==> src/rtl/flash_err_flags.sv <==
module flash_err_flags #(
  parameter int NPAGES = 32,
  parameter int PW = $clog2(NPAGES)
) (
  input  logic              clk,
  input  logic              rst_n,
  input  logic              pg_en,
  input  logic              fp_en,
  input  logic              pe_req,
  input  logic              me_req,
  input  logic              wr_stb,
  input  logic              ers_go,
  input  logic              opt_wr,
  input  logic [PW-1:0]     tgt_page,
  input  logic [NPAGES-1:0] wp_map,
  input  logic [1:0]        rdp_lvl,
  input  logic              dbg_attached,
  input  logic              boot_main,
  input  logic [4:0]        ext_err,
  input  logic              err_ie,
  input  logic              clr_we,
  input  logic [7:0]        clr_mask,
  output logic [7:0]        flags,
  output logic              irq
);
  logic [7:0] flags_q;
  logic       mass_done_q;
  logic       burst_q;

  wire attempt   = wr_stb | ers_go | opt_wr;
  wire old_err   = |flags_q[6:0];
  wire any_pg    = pg_en | fp_en;
  wire rdp1_lock = (rdp_lvl == 2'd1) & (dbg_attached | ~boot_main);
  wire page_wp   = wp_map[tgt_page];

  wire seq_wr = wr_stb & (~any_pg | (any_pg & (pe_req | me_req)) | (fp_en & ~mass_done_q));
  wire seq_er = ers_go & ((me_req & (any_pg | pe_req)) | (pe_req & (any_pg | me_req)));
  wire seq_set = seq_wr | seq_er | (attempt & old_err);

  wire wp_set = (wr_stb & page_wp)
              | (ers_go & pe_req & page_wp)
              | (ers_go & me_req & (|wp_map))
              | ((wr_stb | ers_go) & rdp1_lock)
              | (opt_wr & rdp_lvl[1]);

  wire [6:0] set_vec = {ext_err[4], ext_err[3], wp_set, seq_set, ext_err[2:0]};
  wire       op_set  = err_ie & (|set_vec[5:0]);
  wire       clr_ok  = clr_we & ~burst_q;
  wire [7:0] keep    = clr_ok ? ~clr_mask : 8'hFF;

  always_ff @(posedge clk or negedge rst_n) begin
    if (!rst_n) begin
      flags_q     <= '0;
      mass_done_q <= 1'b0;
      burst_q     <= 1'b0;
    end else begin
      flags_q <= (flags_q & keep) | {op_set, set_vec};
      burst_q <= wr_stb & (seq_set | wp_set | burst_q);
      if (ers_go & me_req & ~seq_set & ~wp_set)
        mass_done_q <= 1'b1;
    end
  end

  assign flags = flags_q;
  assign irq   = flags_q[7];
endmodule


==> config.mk <==
export PLATFORM = sky130hd
export DESIGN_NAME = flash_err_flags
export DESIGN_NICKNAME = d
export VERILOG_FILES = /design/src/rtl/flash_err_flags.sv
export SDC_FILE = /design/constraint.sdc
export NUM_CORES = 1
export LEC_CHECK = 0
export CORE_MARGIN = 5
export CORE_UTILIZATION = 34
export CTS_CLUSTER_SIZE = 30
export DETAILED_ROUTE_END_ITERATION = 8
export PLACE_DENSITY = 0.93
export SLEW_MARGIN = 20
export SYNTH_ARGS = -nofsm -noshare
export SYNTH_HDL_FRONTEND = slang
export SYNTH_SLANG_ARGS = --single-unit
==> constraint.sdc <==
create_clock -name clk -period 4.25 [get_ports clk]
set_clock_uncertainty 0.2 [all_clocks]
set_input_delay 0.85 -clock clk [delete_from_list [all_inputs] [get_ports clk]]
set_output_delay 0.85 -clock clk [all_outputs]
set_load 0.02 [all_outputs]
==> results.md <==
- For this run, design rule violations remaining after detail routing come to 0.
- The worst slew slack as a fraction of its limit is around two thirds.
- For this block, the initial DRC count from the detailed router was 26.
- The clock tree from TritonCTS is built.
- Global routing used approximately a third of the available met2 tracks.
- The routed design has approximately 3100 um of wire.
- The cell with the most instances after synthesis is sky130_fd_sc_hd__nand2_1.
- Summing the sequential cell areas from Yosys gives ~29% of the chip area.
- The final number of max-transition violations is 0.
- The total track usage is between 15 and 20%.
- The biggest area contributor in the post-synthesis netlist is sky130_fd_sc_hd__dfrtp_1.
- The first global-routing pass estimated roughly 5000 um of wire.
- In this run the critical register-to-register path is launched from flags[3]$_DFF_PN0_.
- The min-delay analysis places its worst path in the category reg2reg.
- The arrival time at the worst endpoint is roughly 3.0 ns.
- Setup repair after global routing left no endpoint under its margin.
- The number of antenna violations at the first check in global routing is 0.
- The area growth from synthesis to layout is 89.7%.
- The placer's final routability congestion estimate is approximately 0.84.
- The post-detailed-route wirelength per cell is between 15 and 20 um.
- The most used flip-flop cell after synthesis is sky130_fd_sc_hd__dfrtp_1.
- The cell sitting at the root of the clock tree is a sky130_fd_sc_hd__clkbuf_4.
- The buffer depth of the longest clock path is 2.
- Once detail routing completed, the nets flagged for antenna violations numbered 0.
- The worst setup path is of the in2reg kind.
- The peak fanout along the critical path is 8.
- The area share of the leading cell type in the synthesized netlist is a little under 30%.
- The total area of multi-input combinational cells is ~570 sq um.
- After clock tree synthesis, the setup repair step added 0 buffers.
- The count of mapped cells out of synthesis is just under 90.
- The via count of the first global-routing pass came to roughly 1.2k.
- Power spread over the standard cell area amounts to 193 nW/um^2.
- The number of inserted diodes is 0.
- The synthesized area divided by synthesized cell count is between 9 and 10 sq um.
- For this design the static power due to leakage is between 0.6 and 0.7 nW.
- The worst setup path startpoint is tgt_page[0].
- Pin placement for this block handled 74 I/O pins.
- STA classifies the critical path endpoint as a register.
- Data on the critical path is required at its endpoint by 4.16 ns.
- The flip-flop and latch count after synthesis is 10.
- Prior to clock tree synthesis, the placed netlist has a worst setup slack of 0.885 ns.
- In this run the most critical hold path is launched from mass_done_q$_DFFE_PN0P_.
- The number of hold violations in the final report was 0.
- Yosys mapped a number of flops with a built-in enable equal to 0.
- The floorplan has 18 rows.
- The ratio of cells with drive above 1 in the final layout is about 7.5%.
- The number of warning messages in the yosys log is 0.
- The worst IR drop on VDD is ~0.00012 V.
- Entering global routing, the biggest net connects 11 pins.
- After synthesis, the share of flip-flops with an asynchronous set or reset is 100%.
- For this design, the CTS-stage hold fixing added 0 buffers.
- The highest achievable clock rate is 323 MHz.
- The design area is ~1600 sq um.
- The number of filler cells placed in the layout is 190.
- The number of nets in the layout is 227.
- The final period utilization is between 70% and 80%.
- The area of the mapped netlist is around 870 sq um.
- After clock tree synthesis, the clock-pin slew on the worst setup and hold paths is 0.06 ns.
- The final number of setup-violating endpoints is 0.
- The worst-margin pin slew is ~0.52 ns.
- The routed via count is 1092.
- After global routing the overflow that remains totals 0.
- The number of library cell types mapped by synthesis is 30.
- Cells fill roughly two thirds of the core in the end.
- After synthesis, the cell types taking the most area are sky130_fd_sc_hd__dfrtp_1 29%, sky130_fd_sc_hd__mux4_1 12%, sky130_fd_sc_hd__mux4_2 7.8%.
- STA classifies the critical path startpoint as a primary input.
- The core area is between 2000 and 2500 sq um.
- For the finished layout, the period the worst path requires is around 3.1 ns.
- The global-route track usage on met3 is between 4 and 5%.
- Once detailed placement completed, the half-perimeter wirelength came to 2810 um.
- For the worst flop-to-flop path, the logic depth is 5.
- The die covers about 3700 sq um.
- The CTS buffer count is 3.
- CTS built an H-tree with a depth of 1.
- The floorplan step set the die height to between 60 and 70 um.
- The setup slack after layout is around 1.2 ns.
- Buffers placed on the I/O ports in this run total 73.
- The flow ran to the end, and the final reports show no timing, DRC or antenna violations.
- The starting density of the core is 35.3%.
- The setup TNS after final layout is 0 ns.
- The routing usage on met1 is ~20%.
- The via count normalized by instance count is about 5.7.
- The net count after synthesis is 153.
- Clock latency on the worst-skew pair, taken at its later pin, is 0.26 ns.
- In this run the most used layer during global routing was met2.
- Across the whole layout, storage elements account for 250 sq um.
- The length of the first detailed-routing pass in iterations is 4.
- From left edge to right edge, the die measures between 60 and 70 um.
- Along the worst hold path, the cell count comes to 1.
- By count the netlist is led by 13 x sky130_fd_sc_hd__nand2_1, 10 x sky130_fd_sc_hd__dfrtp_1, 9 x sky130_fd_sc_hd__nor4_1.
- The max-cap violation count is 0.
- The standard cell area after detailed placement is 1610 sq um.
- The number of gates resized after CTS is 0.
- The clock sink count is 10.
[cells by family after synthesis]
group	after synthesis	synth area share [%]
simple gates	35	20.2
compound gates	23	19.8
mux	12	26.2
flops	10	28.9
buf+inv	8	4.91
[cells in the final DEF (no fill, tap or decap), types with 4 or more instances in the layout]
cell	n
sky130_fd_sc_hd__nand2_1	13
sky130_fd_sc_hd__clkdlybuf4s50_1	73
sky130_fd_sc_hd__nor4_1	9
sky130_fd_sc_hd__a21oi_1	4
sky130_fd_sc_hd__a31oi_1	4
sky130_fd_sc_hd__a21o_1	5
sky130_fd_sc_hd__inv_1	4
sky130_fd_sc_hd__nor2_1	4
sky130_fd_sc_hd__dfrtp_1	10
sky130_fd_sc_hd__mux4_1	4
[flip-flops by register name (all words and copies together), names as in the netlist]
signal / flops
flags: 8
burst_q: 1
mass_done_q: 1
[area by class of cell]
type,instances,share of cell area (%)
inverter,4,0.914
clock buffer,4,2.21
tap,30,2.28
multi-input combinational,70,34.9
timing repair buffer,73,44.5
sequential,10,15.2
[worst max-delay path: stages]
cell	delay, ns
sky130_fd_sc_hd__clkdlybuf4s50_1	0.71
sky130_fd_sc_hd__mux4_1	0.61
sky130_fd_sc_hd__mux2_2	0.28
sky130_fd_sc_hd__a221o_1	0.31
sky130_fd_sc_hd__o311ai_2	0.12
sky130_fd_sc_hd__nand4_1	0.13
[through the flow]
step	std cells	hold slack, ns	power [mW]
3_3_place_gp	187	0.252	0.233
2_1_floorplan	88	0.236	0.154
3_5_place_dp	187	0.279	0.238
5_1_grt	191	0.315	0.334
6_report	191	0.282	0.317
4_1_cts	191	0.294	0.321
[path summary, 6_finish.rpt]
check                                           to  slack [ns]
setup / recovery                flags[4]$_DFF_PN0_        1.16
hold / removal             mass_done_q$_DFFE_PN0P_        0.28
setup reg to reg           mass_done_q$_DFFE_PN0P_        2.16
hold reg to reg            mass_done_q$_DFFE_PN0P_        0.28
max in group asynchronous       flags[0]$_DFF_PN0_        2.85
min in group asynchronous        burst_q$_DFF_PN0_        0.70
[per-layer routing]
layer / vias up / wire length, um
met5: - / 0
met2: 79 / 1490
met3: 6 / 459
met4: 0 / 35
met1: 501 / 1140
li1: 506 / -
[report_power, final]
group	leakage (nW)	internal, mW	switching [mW]	total, mW
Combinational	0.486	0.0848	0.0438	0.129
Sequential	0.0979	0.102	0.00471	0.106
Clock	0.0210	0.0519	0.0300	0.0819
Note: power is estimated with default switching activity, not from simulation.
